**config.mk**
```make
export PLATFORM = sky130hd
export DESIGN_NAME = stage_code_hist
export DESIGN_NICKNAME = d
export VERILOG_FILES = /design/src/rtl/hist_pkg.sv /design/src/rtl/hist_decode.sv /design/src/rtl/hist_bin.sv /design/src/rtl/hist_seq.sv /design/src/rtl/stage_code_hist.sv
export SDC_FILE = /design/constraint.sdc
export NUM_CORES = 1
export LEC_CHECK = 0
export BUFFER_PORTS_ARGS = -buffer_cell sky130_fd_sc_hd__buf_2
export CORE_ASPECT_RATIO = 1.2
export CORE_UTILIZATION = 58
export DETAILED_ROUTE_END_ITERATION = 12
export PLACE_DENSITY = 0.82
export SKIP_LAST_GASP = 1
export SYNTH_ARGS = -nofsm -noshare
export SYNTH_HDL_FRONTEND = slang
export SYNTH_HIERARCHICAL = 1
export SYNTH_SLANG_ARGS = --single-unit
export TNS_END_PERCENT = 50
```
**constraint.sdc**
```tcl
create_clock -name clk -period 2.9 [get_ports clk]
set_input_delay 0.145 -clock clk [delete_from_list [all_inputs] [get_ports clk]]
set_output_delay 0.145 -clock clk [all_outputs]
set_load 0.01 [all_outputs]
```
**src/rtl/hist_pkg.sv**
```systemverilog
package hist_pkg;
  typedef enum logic [1:0] {
    SC_LOW  = 2'b00,
    SC_MID  = 2'b01,
    SC_HIGH = 2'b10,
    SC_BAD  = 2'b11
  } subcode_e;

  localparam int BINS_PER_STAGE = 3;
endpackage

```
**src/rtl/hist_decode.sv**
```systemverilog
module hist_decode
  import hist_pkg::*;
(
  input  logic       vld,
  input  logic [1:0] code,
  output logic [2:0] hit,
  output logic       bad
);
  always_comb begin
    hit = 3'b000;
    bad = 1'b0;
    if (vld) begin
      case (subcode_e'(code))
        SC_LOW:  hit = 3'b001;
        SC_MID:  hit = 3'b010;
        SC_HIGH: hit = 3'b100;
        default: bad = 1'b1;
      endcase
    end
  end
endmodule

```
**src/rtl/hist_bin.sv**
```systemverilog
module hist_bin #(
  parameter int W = 10
) (
  input  logic         clk,
  input  logic         rst_n,
  input  logic         clr,
  input  logic         inc,
  input  logic         ld,
  input  logic [W-1:0] ld_val,
  output logic [W-1:0] q
);
  localparam logic [W-1:0] FULL = {W{1'b1}};

  logic [W-1:0] q_nxt;

  always_comb begin
    q_nxt = q;
    if (clr)                      q_nxt = '0;
    else if (ld)                  q_nxt = ld_val;
    else if (inc && (q != FULL))  q_nxt = q + W'(1);
  end

  always_ff @(posedge clk or negedge rst_n) begin
    if (!rst_n) q <= '0;
    else        q <= q_nxt;
  end


  sat_hold_chk: assert property (@(posedge clk) disable iff (!rst_n)
    (!clr && !ld && inc && q == FULL) |=> (q == FULL));


  inc_step_chk: assert property (@(posedge clk) disable iff (!rst_n)
    (!clr && !ld && inc && q != FULL) |=> (q == $past(q) + W'(1)));


  load_win_chk: assert property (@(posedge clk) disable iff (!rst_n)
    (!clr && ld) |=> (q == $past(ld_val)));


  clear_bin_chk: assert property (@(posedge clk) disable iff (!rst_n)
    clr |=> (q == '0));
endmodule

```
**src/rtl/hist_seq.sv**
```systemverilog
module hist_seq #(
  parameter int LOG2_TARGET = 8
) (
  input  logic clk,
  input  logic rst_n,
  input  logic clr,
  input  logic smp_vld,
  output logic accept,
  output logic done
);
  localparam int CW = LOG2_TARGET + 1;
  localparam logic [CW-1:0] TARGET = CW'(1) << LOG2_TARGET;

  logic [CW-1:0] cnt, cnt_nxt;
  logic          done_nxt;
  logic          at_target;

  assign at_target = (cnt == TARGET);
  assign accept    = smp_vld && !at_target && !clr;

  always_comb begin
    cnt_nxt  = cnt;
    done_nxt = done;
    if (clr) begin
      cnt_nxt  = '0;
      done_nxt = 1'b0;
    end else begin
      if (accept)    cnt_nxt  = cnt + CW'(1);
      if (at_target) done_nxt = 1'b1;
    end
  end

  always_ff @(posedge clk or negedge rst_n) begin
    if (!rst_n) begin
      cnt  <= '0;
      done <= 1'b0;
    end else begin
      cnt  <= cnt_nxt;
      done <= done_nxt;
    end
  end


  cnt_bound_chk: assert property (@(posedge clk) disable iff (!rst_n)
    cnt <= TARGET);


  done_rise_chk: assert property (@(posedge clk) disable iff (!rst_n)
    (!clr && at_target) |=> done);


  done_hold_chk: assert property (@(posedge clk) disable iff (!rst_n)
    (done && !clr) |=> done);
endmodule

```
**src/rtl/stage_code_hist.sv**
```systemverilog
module stage_code_hist
  import hist_pkg::*;
#(
  parameter int N_STAGES    = 4,
  parameter int BIN_W       = 10,
  parameter int LOG2_TARGET = 8,
  localparam int SW         = (N_STAGES > 1) ? $clog2(N_STAGES) : 1
) (
  input  logic                                 clk,
  input  logic                                 rst_n,
  input  logic                                 clr,
  input  logic                                 smp_vld,
  input  logic [2*N_STAGES-1:0]                smp_codes,
  output logic                                 done,
  output logic                                 code_err,
  output logic [BINS_PER_STAGE*N_STAGES*BIN_W-1:0] bins_flat,
  input  logic [SW-1:0]                        rd_stage,
  input  logic [1:0]                           rd_bin,
  output logic [BIN_W-1:0]                     rd_data,
  input  logic                                 wb_en,
  input  logic [SW-1:0]                        wb_stage,
  input  logic [1:0]                           wb_bin,
  input  logic [BIN_W-1:0]                     wb_data
);
  localparam int NBINS = BINS_PER_STAGE * N_STAGES;

  logic                accept;
  logic [N_STAGES-1:0] bad_vec;
  logic [BIN_W-1:0]    bank [NBINS];
  logic                err_nxt;

  hist_seq #(.LOG2_TARGET(LOG2_TARGET)) seq_i (
    .clk     (clk),
    .rst_n   (rst_n),
    .clr     (clr),
    .smp_vld (smp_vld),
    .accept  (accept),
    .done    (done)
  );

  for (genvar s = 0; s < N_STAGES; s++) begin : g_stage
    logic [2:0] hit;

    hist_decode dec_i (
      .vld  (accept),
      .code (smp_codes[2*s +: 2]),
      .hit  (hit),
      .bad  (bad_vec[s])
    );


    bad_no_hit_chk: assert property (@(posedge clk) disable iff (!rst_n)
      (accept && smp_codes[2*s +: 2] == 2'b11) |-> (hit == 3'b000));

    for (genvar b = 0; b < BINS_PER_STAGE; b++) begin : g_bin
      logic ld;
      assign ld = wb_en && (wb_stage == SW'(s)) && (wb_bin == 2'(b));

      hist_bin #(.W(BIN_W)) bin_i (
        .clk    (clk),
        .rst_n  (rst_n),
        .clr    (clr),
        .inc    (hit[b]),
        .ld     (ld),
        .ld_val (wb_data),
        .q      (bank[s*BINS_PER_STAGE + b])
      );

      assign bins_flat[(s*BINS_PER_STAGE + b)*BIN_W +: BIN_W] = bank[s*BINS_PER_STAGE + b];
    end
  end

  always_comb begin
    rd_data = '0;
    for (int s = 0; s < N_STAGES; s++) begin
      for (int b = 0; b < BINS_PER_STAGE; b++) begin
        if ((rd_stage == SW'(s)) && (rd_bin == 2'(b))) rd_data = bank[s*BINS_PER_STAGE + b];
      end
    end
  end

  always_comb begin
    err_nxt = code_err;
    if (clr)           err_nxt = 1'b0;
    else if (|bad_vec) err_nxt = 1'b1;
  end

  always_ff @(posedge clk or negedge rst_n) begin
    if (!rst_n) code_err <= 1'b0;
    else        code_err <= err_nxt;
  end


  err_sticky_chk: assert property (@(posedge clk) disable iff (!rst_n)
    (code_err && !clr) |=> code_err);


  idle_stable_chk: assert property (@(posedge clk) disable iff (!rst_n)
    (!smp_vld && !wb_en && !clr) |=> ($stable(bins_flat) && $stable(code_err)));


  clear_flags_chk: assert property (@(posedge clk) disable iff (!rst_n)
    clr |=> (!done && !code_err));


  rd_bad_bin_chk: assert property (@(posedge clk) disable iff (!rst_n)
    (rd_bin == 2'b11) |-> (rd_data == '0));
endmodule

```
After elaboration in Yosys (flattened, before gate mapping)
Cells that the tools add are included.

Register bits: 131. Bits of input ports: 31. Output and inout port bits: 132. Logic and storage cells: 201.

Add/subtract/negate cells: 13. Equality and inequality tests: 31. Muxes and demuxes: 70. Reduce and logical (&&, ||, !) cells: 72.

Operators by type and width (number): two-way mux 10 bit (48); adder 10 x 1 -> 10 bit, second input constant (12); != test 10 bit, second input constant (12); logical AND 1 bit (42); case mux 3 bit (3 select lines) (4); nonzero test 3 bit (12); == test 2 bit, second input constant (10); two-way mux 9 bit (2); == test 2 x 1 -> 1 bit, second input constant (8); logical NOT 2 bit (8); two-way mux 1 bit (12); two-way mux 3 bit (4); OR reduction 3 bit (4); adder 9 x 1 -> 9 bit, second input constant (1); == test 9 bit, second input constant (1); nonzero test 2 bit (3); OR reduction 4 bit (1); logical NOT 1 bit (2).

Longest topological paths before layout
Word-level depth: 14. Depth in mapped cells: 11. Depth with buffers taken out: 9.

Cells and area by module
Netlist, hierarchy kept.

By module, submodules not included: hist_bin (times used 12, cells each 72, area each 658.1 um^2, seq. area each 250.2 um^2); stage_code_hist (times used 1, cells each 242, area each 1527.7 um^2, seq. area each 25.0 um^2); hist_seq (times used 1, cells each 58, area each 555.5 um^2, seq. area each 250.2 um^2); hist_decode (times used 4, cells each 4, area each 37.5 um^2, seq. area each 0.0 um^2).

Worst setup path after synthesis
No wires, ideal clock.

Path type: flip-flop to flip-flop. From: register seq_i.cnt[0]. To: register g_stage[0].g_bin[1].bin_i.q[6]. Setup time: 0.126 ns. Data arrival time: 2.360 ns. Slack: 0.414 ns. Stages on the path, launching flop included: 11. Clock period less this slack: 2.486 ns. Cells stage by stage: dfrtp_1 inv_1 ha_1 or4bb_1 o21a_1 and2_2 and3b_1 o32ai_2 buf_6 nor4_1 a221o_1.

Word-level cells in the longest chain between the ends: 7.

RTL lines: start: declaration (RTL line hist_seq.sv:14) `logic [CW-1:0] cnt, cnt_nxt;`; start signal: assignment (RTL line hist_seq.sv:38) `cnt <= cnt_nxt;`; == test 9 bit (RTL line hist_seq.sv:18) `assign at_target = (cnt == TARGET);`; logical NOT 1 bit (RTL line hist_seq.sv:19) `assign accept = smp_vld && !at_target && !clr;`; logical AND 1 bit (2 in series) (RTL line hist_seq.sv:19); via accept (RTL line stage_code_hist.sv:27) `logic accept;`; two-way mux 3 bit (RTL line hist_decode.sv:12) `if (vld) begin`; via g_stage[0].hit[1] (RTL line stage_code_hist.sv:42) `logic [2:0] hit;`; logical AND 1 bit (RTL line hist_bin.sv:20) `else if (inc && (q != FULL)) q_nxt = q + W'(1);`; nonzero test 3 bit (no line); end signal: assignment (RTL line hist_bin.sv:25) `else q <= q_nxt;`; end: declaration (RTL line hist_bin.sv:10) `output logic [W-1:0] q`.

The timed path passes the listed nets, and every way through them passes these cells. A chain may end at the register's enable or synchronous reset.

Worst setup path in the final report
From: register seq_i.cnt[0]. To: register g_stage[2].g_bin[2].bin_i.q[6].

Word-level cells in the longest chain between the ends: 7.

RTL lines (RTL line): == test 9 bit (hist_seq.sv:18); logical NOT 1 bit (hist_seq.sv:19); logical AND 1 bit (2 in series) (hist_seq.sv:19); via accept (stage_code_hist.sv:27); two-way mux 3 bit (hist_decode.sv:12); via g_stage[2].hit[2] (stage_code_hist.sv:42); logical AND 1 bit (hist_bin.sv:20); nonzero test 3 bit (no line); end signal: assignment (hist_bin.sv:25); end: declaration (hist_bin.sv:10).

The timed path passes the listed nets, and every way through them passes these cells.

==> qor_table.md <==
| Stage | Parameter | This run |
| --- | --- | --- |
| run status | Outcome | complete, no violations |
| synth | Number of enable-type register cells in the synthesized netlist | 0 |
| clock tree | Number of buffers between clock root and the deepest sink | 2 |
| clock tree | Clock tree from TritonCTS | done |
| die | Die height | 147 um |
| min path | Type of the worst min-delay path | in -> reg |
| drt | 1st-pass router iterations | 6 |
| power | Maximum ir drop on the vdd rail | 393 uV |
| placed design | Number of buffers inserted by port buffering | 162 |
| drt | Routed WL per cell | 22.4 um |
| setup path | CP Capture Type | register |
| sta | Hold violation count in the final report | 0 |
| placed design | Sum of net half-perimeters after detailed placement | 23.7 mm |
| job | Max-capacitance violation count | 0 |
| finish | Leading cell types in the layout, fill and taps excluded | sky130_fd_sc_hd__buf_2 (160), sky130_fd_sc_hd__dfrtp_1 (131), sky130_fd_sc_hd__nor2_1 (100), sky130_fd_sc_hd__nand2_1 (84), sky130_fd_sc_hd__a21oi_1 (73) |
| die | DIE AREA | 0.0180 mm^2 |
| power | Leakage | 5.05 nW |
| finish | Share of the core filled with cells | 0.684 |
| grt | Pin count of the biggest net entering global routing | 64 |
| clock tree | Number of CTS-inserted buffers | 17 |
| synth | Total of flip-flops plus latches after synthesis | 131 |
| setup path | Arrival time at the worst endpoint | 2.99 ns |
| setup path | Worst setup SP type | register |
| clock tree | Clock-pin slew on the worst setup and hold paths | 0.06 ns |
| sta | Final count of pins violating max slew | 0 |
| clock tree | Root Buffer | sky130_fd_sc_hd__clkbuf_16 |
| synth | Synth Area per Inst | 8.59 um^2 |
| placed design | Placement-stage cell area | 0.0110 mm^2 |
| drt | Post-detailed-route via-to-cell ratio | 7.19 |
| drt | Post-route DRC | 0 |
| synth | Total of warnings raised by yosys | 6 |
| synth | Cell area after synthesis | 0.0101 mm^2 |
| die | Number of I/O pins | 163 |
| finish | Post-route cell area | 0.0116 mm^2 |
| drt | Initial DRC Count | 1682 |
| grt | Number of global-route vias before repair | 10100 |
| finish | Share of post-route cells with drive strength above 1 | 0.201 |
| sta | Pin slew with the least headroom to its limit | 0.836 ns |
| grt | Combined global-route utilization of all metal layers | 0.389 |
| grt | Global-route wire length before repair | 54.6 mm |
| sta | Maximum frequency from static timing analysis | 374 MHz |
| synth | Count of unique library cells instantiated by Yosys | 59 |
| sta | Fin Clk Skew | 0.00932 ns |
| die | Width of the die | 123 um |
| clock tree | Clock H-tree levels | 4 |
| die | Row Count | 52 |
| sta | Share of the cycle needed by the critical path after routing | 0.923 |
| drt | Total via count in the routed design | 11200 |
| sta | Unrepaired setup endpoints after global routing | no |
| sta | Tmin final | 2.68 ns |
| grt | Number of antenna violations at the first check in global routing | 1 |
| sta | Max-slew headroom at the worst pin | 0.443 |
| synth | Number of nets in the synthesized netlist | 1225 |
| setup path | Critical Setup Path Class | reg -> reg |
| drt | Final antenna-violating net count | 0 |
| finish | Fin cells | 1553 |
| sta | Total Neg Setup Slack | 0 ns |
| clock tree | Post-CTS setup buffer count | 0 |
| synth | Post-synth ARST share | 1.00 |
| finish | Most frequent standard cell in the layout excluding fill and tap cells | sky130_fd_sc_hd__buf_2 |
| finish | Total Nets Final | 1368 |
| power | Power, Total | 0.00583 W |
| power | Power density cells | 502 mW/mm^2 |
| finish | Layout Area Growth over Synthesis | 14.7% |
| setup path | Required time reported for the critical path endpoint | 3.21 ns |
| synth | Sequential area share after synthesis | 0.324 |
| sta | Total of endpoints with negative setup slack in the final report | 0 |
| clock tree | Clk sinks | 131 |
| grt | Remaining global-route overflow | 0 |
| die | Area inside the core boundary | 0.0170 mm^2 |
| setup path | Biggest fanout along the worst timing path | 16 |
| drt | DRT Wirelength | 34.8 mm |
| die | Effective utilization at floorplan | 0.597 |
| placed design | Last weighted congestion value of the routability-driven placer | 0.959 |
| synth | Mapped Cells | 1180 |
| clock tree | Worst-skew pair later-pin latency | 0.44 ns |
| synth | Ys flop type | sky130_fd_sc_hd__dfrtp_1 |
| placed design | # placed instances | 1519 |
## cell type report
type                    count  area, um^2
diodes                      1        2.50
clock buffers              22         474
clock inverters            10         130
fillers                  1384        5360
inverters                  15        56.3
multi-input cells         947        6190
flip-flops and latches    131        3280
well taps                 216         270
repair buffers            211        1220
## worst paths after layout
path	startpoint	endpoint	slack, ns	cells past startpoint
worst max-delay path	seq_i/cnt[0]$_DFFE_PN0P_	g_stage[2].g_bin[2].bin_i/q[6]$_DFFE_PN0P_	0.22	9
worst min-delay path	smp_vld	seq_i/cnt[2]$_DFFE_PN0P_	0.06	3
worst max register to register	seq_i/cnt[0]$_DFFE_PN0P_	g_stage[2].g_bin[2].bin_i/q[6]$_DFFE_PN0P_	0.22	9
worst min register to register	seq_i/done$_DFFE_PN0P_	seq_i/done$_DFFE_PN0P_	0.50	1
max in group asynchronous	rst_n	g_stage[2].g_bin[0].bin_i/q[9]$_DFFE_PN0P_	1.80	3
min in group asynchronous	rst_n	g_stage[3].g_bin[1].bin_i/q[9]$_DFFE_PN0P_	0.34	2
## sequential cells by signal, indices dropped and copies added, names as in the netlist
| name | count |
|---|---|
| seq_i/done | 1 |
| g_stage.g_bin.bin_i/q | 120 |
| code_err | 1 |
| seq_i/cnt | 9 |
## worst max-delay path, cell delays in order (launching register included)
cell                      delay (ns)
sky130_fd_sc_hd__dfrtp_1        0.41
sky130_fd_sc_hd__inv_1          0.09
sky130_fd_sc_hd__ha_1           0.15
sky130_fd_sc_hd__or4bb_1        0.49
sky130_fd_sc_hd__o21a_1         0.24
sky130_fd_sc_hd__and2_4         0.24
sky130_fd_sc_hd__and3b_1        0.19
sky130_fd_sc_hd__o32ai_2        0.33
sky130_fd_sc_hd__nor4_1         0.12
sky130_fd_sc_hd__a221o_1        0.29
## where the power goes
part / switching (W) / leakage (nW) / internal [W]
registers: 0.000358 / 1.78 / 0.00199
logic: 0.000750 / 2.98 / 0.000481
clock network: 0.000841 / 0.296 / 0.00141
## cell usage after synthesis (all sizes together), types with 20 or more instances
cell,n,area share
a21oi,73,0.036
a31oi,30,0.019
a32oi,49,0.042
and3,29,0.018
buf,67,0.054
clkbuf,20,0.0075
dfrtp,131,0.32
mux2i,35,0.035
nand2,84,0.031
nand3,66,0.033
nand4,38,0.023
nor2,100,0.037
nor2b,21,0.013
nor3b,21,0.018
nor4,24,0.015
o21ai,62,0.031
o22a,21,0.018
o31ai,63,0.047
or4,39,0.029
## per-stage QoR
| stage | hold slack (ns) | setup WS (ns) |
|---|---|---|
| 6_report | 0.0590 | 0.223 |
| 5_1_grt | 0.0820 | 0.0983 |
| 4_1_cts | 0.0396 | 0.0731 |
| 3_5_place_dp | 0.277 | 0.0865 |
| 3_3_place_gp | 0.274 | 0.146 |
| 2_1_floorplan | -0.151 | 0.414 |
## what timing repair did
| item | 4_1_cts | 5_1_grt |
|---|---|---|
| gates resized for setup | 0 | 2 |
| setup endpoints to repair | 0 | 11 |
| endpoints found under the hold margin | 56 | 0 |
| hold buffers | 1 | 0 |
## cells by family after synthesis
| group | synth area share |
|---|---|
| multiplexers | 0.0361 |
| AND/OR/NAND/NOR | 0.276 |
| adder cells (fa/ha/maj) | 0.0173 |
| XOR/XNOR | 0.00173 |
| flip-flops | 0.324 |
| AO/OA/AOI/OAI | 0.278 |
| buffers and inverters | 0.0668 |
## routing by layer
metal,vias to the layer above,share of wire,track usage
met3,160,0.11,0.0811
met4,0,0.055,0.213
li1,4915,-,-
met2,825,0.45,0.585
met1,5273,0.38,0.519
met5,-,0,0
No activity file was read; power rests on OpenSTA's default activity.
